File: src/rtl/tdm_slot_pkg.sv
package tdm_slot_pkg;
  typedef enum logic [1:0] {
    FMT_ALAW  = 2'd0,
    FMT_ULAW  = 2'd1,
    FMT_LIN16 = 2'd2,
    FMT_SPARE = 2'd3
  } smp_fmt_e;

  function automatic logic fmt_is_wide(logic [1:0] f);
    return f == FMT_LIN16;
  endfunction
endpackage

File: src/rtl/tdm_slot_timing.sv
module tdm_slot_timing #(
  parameter int MAX_SLOTS = 32,
  parameter int SLW       = $clog2(MAX_SLOTS)
) (
  input  logic           clk_i,
  input  logic           rst_ni,
  input  logic           dcl_i,
  input  logic           fsc_i,
  input  logic           dbl_i,
  input  logic [SLW:0]   num_slots_i,
  output logic           dcl_rise_o,
  output logic           tx_stb_o,
  output logic           tx_lead_o,
  output logic [SLW-1:0] tx_slot_o,
  output logic [2:0]     tx_bit_o,
  output logic           rx_stb_o,
  output logic [SLW-1:0] rx_slot_o,
  output logic [2:0]     rx_bit_o
);
  localparam int PW  = $clog2(MAX_SLOTS * 16) + 1;
  localparam int SFW = PW - 3;

  logic          dcl_q, fsc_q, live_q, live_n;
  logic          dcl_fall, fsc_edge;
  logic [PW-1:0] pos_q, pos_n;
  logic [SFW-1:0] tx_sf, rx_sf, lim;

  function automatic logic [PW-1:0] bit_pos(logic [PW-1:0] p, logic dbl);
    return dbl ? (p >> 1) : p;
  endfunction

  always_comb begin
    dcl_rise_o = dcl_i & ~dcl_q;
    dcl_fall   = ~dcl_i & dcl_q;
    fsc_edge   = fsc_i & ~fsc_q;
    live_n     = live_q | fsc_edge;
    if (fsc_edge)          pos_n = '0;
    else if (pos_q == '1)  pos_n = pos_q;   // hold past end of frame
    else                   pos_n = pos_q + 1'b1;
  end

  always_ff @(posedge clk_i or negedge rst_ni) begin
    if (!rst_ni) begin
      dcl_q  <= 1'b0;
      fsc_q  <= 1'b0;
      live_q <= 1'b0;
      pos_q  <= '1;
    end else begin
      dcl_q <= dcl_i;
      if (dcl_rise_o) begin
        fsc_q  <= fsc_i;
        live_q <= live_n;
        pos_q  <= pos_n;
      end
    end
  end

  always_comb begin
    logic [PW-1:0] tb, rb;
    lim       = SFW'(num_slots_i);
    tb        = bit_pos(pos_n, dbl_i);
    rb        = bit_pos(pos_q, dbl_i);
    tx_sf     = tb[PW-1:3];
    rx_sf     = rb[PW-1:3];
    tx_slot_o = tx_sf[SLW-1:0];
    rx_slot_o = rx_sf[SLW-1:0];
    tx_bit_o  = tb[2:0];
    rx_bit_o  = rb[2:0];
    tx_lead_o = ~dbl_i | ~pos_n[0];
    tx_stb_o  = dcl_rise_o & live_n & (tx_sf < lim);
    rx_stb_o  = dcl_fall & live_q & (rx_sf < lim) & (~dbl_i | pos_q[0]);
  end

  // a strobe edge seen at a bus clock rise restarts the frame position
  a_r1_frame_restart: assert property (@(posedge clk_i) disable iff (!rst_ni)
    (dcl_rise_o && fsc_i && !fsc_q) |=> (pos_q == '0));
endmodule

File: src/rtl/tdm_slot_chmap.sv
module tdm_slot_chmap
  import tdm_slot_pkg::*;
#(
  parameter int NCH = 4,
  parameter int SLW = 5
) (
  input  logic [SLW-1:0]     slot_i,
  input  logic [NCH-1:0]     ch_en_i,
  input  logic [NCH*SLW-1:0] ch_slot_i,
  input  logic [2*NCH-1:0]   ch_fmt_i,
  output logic [NCH-1:0]     first_o,
  output logic [NCH-1:0]     second_o,
  output logic [NCH-1:0]     wide_o
);
  for (genvar c = 0; c < NCH; c++) begin : g_ch
    logic [SLW-1:0] base;
    assign base        = ch_slot_i[c*SLW +: SLW];
    assign wide_o[c]   = fmt_is_wide(ch_fmt_i[2*c +: 2]);
    assign first_o[c]  = ch_en_i[c] && (slot_i == base);
    assign second_o[c] = ch_en_i[c] && wide_o[c] &&
                         ({1'b0, slot_i} == ({1'b0, base} + (SLW+1)'(1)));
  end
endmodule

File: src/rtl/tdm_slot_tx.sv
module tdm_slot_tx #(
  parameter int NCH = 4,
  parameter int SLW = 5
) (
  input  logic              clk_i,
  input  logic              rst_ni,
  input  logic              dcl_rise_i,
  input  logic              tx_stb_i,
  input  logic              tx_lead_i,
  input  logic [2:0]        bit_i,
  input  logic [NCH-1:0]    first_i,
  input  logic [NCH-1:0]    second_i,
  input  logic [NCH-1:0]    wide_i,
  input  logic [16*NCH-1:0] tx_data_i,
  output logic              dout_o,
  output logic              doe_o
);
  localparam int CW = (NCH > 1) ? $clog2(NCH) : 1;

  logic [NCH-1:0] load;
  logic [15:0]    word_q [NCH];
  logic           own_any, own_hi, tx_bit;
  logic [CW-1:0]  own;
  logic [15:0]    src;

  for (genvar c = 0; c < NCH; c++) begin : g_word
    assign load[c] = tx_stb_i & tx_lead_i & (bit_i == 3'd0) & first_i[c];
    always_ff @(posedge clk_i or negedge rst_ni) begin
      if (!rst_ni)      word_q[c] <= '0;
      else if (load[c]) word_q[c] <= tx_data_i[16*c +: 16];
    end
  end

  // lowest index wins a shared slot
  always_comb begin
    own_any = 1'b0;
    own_hi  = 1'b0;
    own     = '0;
    for (int c = NCH - 1; c >= 0; c--) begin
      if (first_i[c] || second_i[c]) begin
        own_any = 1'b1;
        own     = CW'(c);
        own_hi  = first_i[c] & wide_i[c];
      end
    end
    src    = load[own] ? tx_data_i[16*own +: 16] : word_q[own];
    tx_bit = src[{own_hi, ~bit_i}];
  end

  always_ff @(posedge clk_i or negedge rst_ni) begin
    if (!rst_ni) begin
      doe_o  <= 1'b0;
      dout_o <= 1'b1;
    end else if (dcl_rise_i) begin
      if (tx_stb_i && own_any) begin
        doe_o  <= 1'b1;
        dout_o <= tx_bit;
      end else begin
        doe_o  <= 1'b0;
        dout_o <= 1'b1;
      end
    end
  end

  // upstream pins move only on a bus clock rising edge
  a_r5_hold_between_edges: assert property (@(posedge clk_i) disable iff (!rst_ni)
    !dcl_rise_i |=> ($stable(doe_o) && $stable(dout_o)));
endmodule

File: src/rtl/tdm_slot_rx.sv
module tdm_slot_rx #(
  parameter int NCH = 4
) (
  input  logic              clk_i,
  input  logic              rst_ni,
  input  logic              rx_stb_i,
  input  logic [2:0]        bit_i,
  input  logic              din_i,
  input  logic [NCH-1:0]    first_i,
  input  logic [NCH-1:0]    second_i,
  input  logic [NCH-1:0]    wide_i,
  output logic [16*NCH-1:0] rx_data_o,
  output logic [NCH-1:0]    rx_valid_o
);
  logic [6:0] sr_q;
  logic [7:0] byte_w;
  logic       done;

  assign byte_w = {sr_q, din_i};
  assign done   = rx_stb_i && (bit_i == 3'd7);

  always_ff @(posedge clk_i or negedge rst_ni) begin
    if (!rst_ni)       sr_q <= '0;
    else if (rx_stb_i) sr_q <= byte_w[6:0];
  end

  for (genvar c = 0; c < NCH; c++) begin : g_ch
    logic [7:0]  hi_q;
    logic [15:0] dat_q;
    logic        vld_q;
    always_ff @(posedge clk_i or negedge rst_ni) begin
      if (!rst_ni) begin
        hi_q  <= '0;
        dat_q <= '0;
        vld_q <= 1'b0;
      end else begin
        vld_q <= done & ((first_i[c] & ~wide_i[c]) | second_i[c]);
        if (done && first_i[c] && wide_i[c])  hi_q  <= byte_w;
        if (done && first_i[c] && !wide_i[c]) dat_q <= {8'h00, byte_w};
        if (done && second_i[c])              dat_q <= {hi_q, byte_w};
      end
    end
    assign rx_data_o[16*c +: 16] = dat_q;
    assign rx_valid_o[c]         = vld_q;
  end

  // word strobes are single-cycle pulses
  a_r7_single_pulse: assert property (@(posedge clk_i) disable iff (!rst_ni)
    (rx_valid_o != '0) |=> (rx_valid_o == '0));
  // a word strobe follows the sample of a slot's last bit
  a_r7_after_last_bit: assert property (@(posedge clk_i) disable iff (!rst_ni)
    (rx_valid_o != '0) |-> $past(rx_stb_i && (bit_i == 3'd7)));
endmodule

File: src/rtl/tdm_slot_slave.sv
module tdm_slot_slave #(
  parameter int NCH       = 4,
  parameter int MAX_SLOTS = 32,
  parameter int SLW       = $clog2(MAX_SLOTS)
) (
  input  logic              clk_i,
  input  logic              rst_ni,
  input  logic              dcl_i,
  input  logic              fsc_i,
  input  logic              dbl_clk_i,
  input  logic [SLW:0]      num_slots_i,
  input  logic [NCH-1:0]    ch_en_i,
  input  logic [NCH*SLW-1:0] ch_slot_i,
  input  logic [2*NCH-1:0]  ch_fmt_i,
  input  logic [16*NCH-1:0] tx_data_i,
  input  logic              din_i,
  output logic              dout_o,
  output logic              doe_o,
  output logic [16*NCH-1:0] rx_data_o,
  output logic [NCH-1:0]    rx_valid_o
);
  logic           dcl_rise, tx_stb, tx_lead, rx_stb;
  logic [SLW-1:0] tx_slot, rx_slot;
  logic [2:0]     tx_bit, rx_bit;
  logic [NCH-1:0] tx_first, tx_second, tx_wide;
  logic [NCH-1:0] rx_first, rx_second, rx_wide;

  tdm_slot_timing #(.MAX_SLOTS(MAX_SLOTS), .SLW(SLW)) u_timing (
    .clk_i, .rst_ni, .dcl_i, .fsc_i,
    .dbl_i       (dbl_clk_i),
    .num_slots_i,
    .dcl_rise_o  (dcl_rise),
    .tx_stb_o    (tx_stb),
    .tx_lead_o   (tx_lead),
    .tx_slot_o   (tx_slot),
    .tx_bit_o    (tx_bit),
    .rx_stb_o    (rx_stb),
    .rx_slot_o   (rx_slot),
    .rx_bit_o    (rx_bit)
  );

  tdm_slot_chmap #(.NCH(NCH), .SLW(SLW)) u_map_tx (
    .slot_i (tx_slot), .ch_en_i, .ch_slot_i, .ch_fmt_i,
    .first_o(tx_first), .second_o(tx_second), .wide_o(tx_wide)
  );

  tdm_slot_chmap #(.NCH(NCH), .SLW(SLW)) u_map_rx (
    .slot_i (rx_slot), .ch_en_i, .ch_slot_i, .ch_fmt_i,
    .first_o(rx_first), .second_o(rx_second), .wide_o(rx_wide)
  );

  tdm_slot_tx #(.NCH(NCH), .SLW(SLW)) u_tx (
    .clk_i, .rst_ni,
    .dcl_rise_i(dcl_rise),
    .tx_stb_i  (tx_stb),
    .tx_lead_i (tx_lead),
    .bit_i     (tx_bit),
    .first_i   (tx_first),
    .second_i  (tx_second),
    .wide_i    (tx_wide),
    .tx_data_i,
    .dout_o, .doe_o
  );

  tdm_slot_rx #(.NCH(NCH)) u_rx (
    .clk_i, .rst_ni,
    .rx_stb_i (rx_stb),
    .bit_i    (rx_bit),
    .din_i,
    .first_i  (rx_first),
    .second_i (rx_second),
    .wide_i   (rx_wide),
    .rx_data_o, .rx_valid_o
  );

  // a channel disabled during the completing sample never reports
  a_r9_disabled_silent: assert property (@(posedge clk_i) disable iff (!rst_ni)
    (rx_valid_o & ~$past(ch_en_i)) == '0);
endmodule

File: config.mk
export PLATFORM = sky130hd
export DESIGN_NAME = tdm_slot_slave
export DESIGN_NICKNAME = d
export VERILOG_FILES = /design/src/rtl/tdm_slot_pkg.sv /design/src/rtl/tdm_slot_timing.sv /design/src/rtl/tdm_slot_chmap.sv /design/src/rtl/tdm_slot_tx.sv /design/src/rtl/tdm_slot_rx.sv /design/src/rtl/tdm_slot_slave.sv
export SDC_FILE = /design/constraint.sdc
export NUM_CORES = 1
export LEC_CHECK = 0
export CAP_MARGIN = 30
export CORE_MARGIN = 8
export CORE_UTILIZATION = 50
export CTS_BUF_LIST = sky130_fd_sc_hd__clkbuf_8
export DETAILED_ROUTE_END_ITERATION = 7
export GPL_TIMING_DRIVEN = 0
export PLACE_DENSITY_LB_ADDON = 0.2
export SKIP_CTS_REPAIR_TIMING = 1
export SLEW_MARGIN = 20
export SYNTH_ARGS = -nofsm -noshare
export SYNTH_HDL_FRONTEND = slang
export SYNTH_SLANG_ARGS = --single-unit
File: constraint.sdc
create_clock -name clk_i -period 7.4 [get_ports clk_i]
set_clock_uncertainty 0.15 [all_clocks]
set_input_delay 1.11 -clock clk_i [delete_from_list [all_inputs] [get_ports clk_i]]
set_output_delay 1.11 -clock clk_i [all_outputs]
set_load 0.05 [all_outputs]
==> metrics.md <==
| Metric | Value |
|---|---|
| Status | completed |
| ANT nets after route | 0 |
| Vias | 8418 |
| # diodes | 0 |
| Max-Cap Viols | 0 |
| Max Root-Sink Buffers | 2 |
| H-tree depth | 4 |
| Average size of a mapped cell | 11.24 um^2 |
| Final Hold Violating Endpoints | 0 |
| Worst endpoint required time | 7.63 ns |
| Initial core utilization | 0.5035 |
| Setup Crit Path Kind | input pin to flip-flop |
| CP Data Arrival Time | 7.17 ns |
| Number of global-route vias before repair | 8793 |
| First-pass GRT wire length | 48020 um |
| Mapped Area | 0.01045 mm^2 |
| Layout cells sized above 1 | 0.2169 |
| Slew Limit Fails | 0 |
| Fin util | 0.6272 |
| Most frequent cell after synthesis | dfrtp_1 |
| Die ar. | 0.02578 mm^2 |
| Yosys top cell area share | 0.4191 |
| Die Span X | 160.6 um |
| Vias per cell | 5.953 |
| RSZ-0062 raised after global routing | false |
| Primary FF master, synth | dfrtp_1 |
| PortBufs | 173 |
| # clock sinks | 186 |
| I/O Pins | 178 |
| Cell count after synthesis | 930 |
| Core area | 0.02076 mm^2 |
| Fillers | 1712 |
| Async S/R FF share, synth | 1.000 |
| Worst-Skew Late Latency | 0.49 ns |
| TritonRoute pass-1 iters | 5 |
| Drt wl/cell | 21.15 um |
| Fin crit share | 0.9366 |
| Initial antenna violation count | 1 |
| Largest cells by area after synthesis | dfrtp_1 42%, mux2_2 16%, a22o_1 2.8% |
| Post-placement setup slack | -0.09941 ns |
| WL final | 29910 um |
| Drt initial violations | 621 |
| Die height | 160.6 um |
| Row count | 53 |
| Largest net degree at the start of global routing | 95 |
| CTS Buf Count | 17 |
| Largest area contributor in the netlist | dfrtp_1 |
| Flops & latches, synth | 186 |
| Syn nets | 1053 |
| HPWL after detailed placement | 22790 um |
| Leakage power | 5.937 nW |
| Post-route DRC violation count | 0 |
| Seq/Total Area, Yosys | 0.4467 |
| Clk slew on worst S/H paths | 0.11 ns |
| Gr usage total | 0.2340 |
| Setup violators final | 0 |
| CTS root buffer | clkbuf_8 |
| YS warnings | 0 |
| Slew @ Worst Pin | 0.9487 ns |
| Number of flops mapped to enable cells by yosys | 0 |
| Clock tree from TritonCTS | built |
| Fmax | 144.3 MHz |
| Normalized max-slew margin | 0.3494 |
| Worst VDD drop | 0.1177 mV |
| Gpl congestion | 0.9307 |
| Crit path max fanout | 10 |
| Hold Crit Class | flip-flop to flip-flop |
| Power density cells | 173.2 mW/mm^2 |
| Worst Setup End Kind | flip-flop |
| Tmin final | 6.931 ns |
| Final #Nets | 1249 |
| Commonest cells post-synth | 175 x dfrtp_1, 144 x mux2_2, 40 x nor2_1, 38 x nand2_1, 33 x a22o_1 |
| Total power | 2.255 mW |
| Grt ovf | 0 |
| CP Launch Type | input pin |
| Yosys cell types | 88 |
| Area added between synthesis and finish | 24.57% |
| Fin worst setup slack | 0.4693 ns |
layout make-up:
cell class                 instances  area [um^2]  area share
inverter                          31        116.4    0.008939
tap                              275        344.1     0.02643
clock inverter                    14        166.4     0.01278
clock buffer                      18        247.7     0.01903
multi-input combinational        654         5406      0.4153
timing repair buffer             177         1782      0.1369
buffer                            59        286.5     0.02201
sequential                       186         4668      0.3586
sequential cells by signal, indices dropped and copies added, names as in the netlist:
signal,cells
u_tx.word_q,64
u_timing.dcl_q,1
u_rx.g_ch.hi_q,32
u_rx.g_ch.dat_q,64
u_tx.dout_o,1
u_rx.sr_q,7
u_rx.g_ch.vld_q,4
u_timing.live_q,1
u_tx.doe_o,1
u_timing.fsc_q,1
u_timing.pos_q,10
report_power, final:
part / total (mW) / internal (mW) / switching, mW
sequential: 1.10 / 1.07 / 0.0318
combinational: 0.460 / 0.192 / 0.267
clock: 0.695 / 0.268 / 0.427
path summary, 6_finish.rpt:
| kind | to | slack, ns | depth (start not counted) | from |
|---|---|---|---|---|
| setup / recovery | u_rx.g_ch[3].dat_q[7]$_DFFE_PN0P_ | 0.47 | 18 | dbl_clk_i |
| max in group asynchronous | u_rx.sr_q[1]$_DFFE_PN0P_ | 5.70 | 2 | rst_ni |
| hold reg to reg | u_rx.g_ch[2].dat_q[11]$_DFFE_PN0P_ | 0.35 | 1 | u_rx.g_ch[2].hi_q[3]$_DFFE_PN0P_ |
| min in group asynchronous | u_tx.word_q[47]$_DFFE_PN0N_ | 0.49 | 1 | rst_ni |
| hold / removal | u_rx.g_ch[2].dat_q[11]$_DFFE_PN0P_ | 0.35 | 1 | u_rx.g_ch[2].hi_q[3]$_DFFE_PN0P_ |
| setup reg to reg | u_tx.dout_o$_DFFE_PN1P_ | 0.81 | 23 | u_timing.pos_q[1]$_DFFE_PN1P_ |
placed cells by master, fill, tap and decap left out, types with 5 or more instances in the layout:
cell type        count
a21oi_1             21
nand3_1             20
o211ai_1            21
o22ai_1              8
nor2b_1              8
xnor2_1             29
nand2b_1             6
clkdlybuf4s50_1    172
a211oi_1             8
o31ai_1              5
and3_1              12
xnor3_1              6
o21ai_0             29
or4_1                5
a21o_1               5
dfstp_2             11
nand2_1             38
buf_2               17
inv_1               30
nor4_1              16
buf_1                9
nor3_1              15
a31oi_1             16
mux2i_1             20
clkbuf_1            26
clkbuf_8            18
nand4_1             15
nor2_1              40
dfrtp_1            175
ha_1                15
xor2_1              21
mux2_2             144
a22o_1              33
buf_4                5
per-stage QoR:
| step | hold slack (ns) | cell area, um^2 | cells | TNS (ns) |
|---|---|---|---|---|
| after floorplan | 0.2920 | 10450 | 930 | 0 |
| after detailed placement | 0.3292 | 12600 | 1382 | -0.1009 |
| after global placement | 0.3110 | 12530 | 1378 | -484.84 |
| after CTS | 0.3512 | 13010 | 1414 | 0 |
| final | 0.3506 | 13020 | 1414 | 0 |
| after global routing | 0.3709 | 13020 | 1414 | 0 |
worst max-delay path, stage by stage:
cell      delay [ns]
clkbuf_1        0.36
buf_1           0.50
mux2i_2         0.86
inv_1           0.11
ha_1            0.29
a21boi_0        0.12
o21ai_0         0.18
nand2b_1        0.07
a21oi_1         0.14
nor2b_1         0.05
o21ai_0         0.16
and3_1          0.17
clkbuf_1        0.40
nand4_1         0.64
nor4_2          0.95
a21oi_1         0.40
clkbuf_1        0.31
mux2_2          0.32
layer usage:
metal | up-vias | wire length [um] | track usage
met5 | - | 13 | 0
met4 | 2 | 710 | 0.08369
met3 | 48 | 2130 | 0.05221
met2 | 325 | 14390 | 0.3805
met1 | 4165 | 12660 | 0.3021
li1 | 3878 | - | -
cell families after synthesis:
logic type | synth area share
AO/OA/AOI/OAI | 0.1414
XOR/XNOR | 0.05711
buffers and inverters | 0.03843
flip-flops | 0.4467
multiplexers | 0.1818
AND/OR/NAND/NOR | 0.1166
adder cells (fa/ha/maj) | 0.01796
Power figures use the tool's default switching activity.
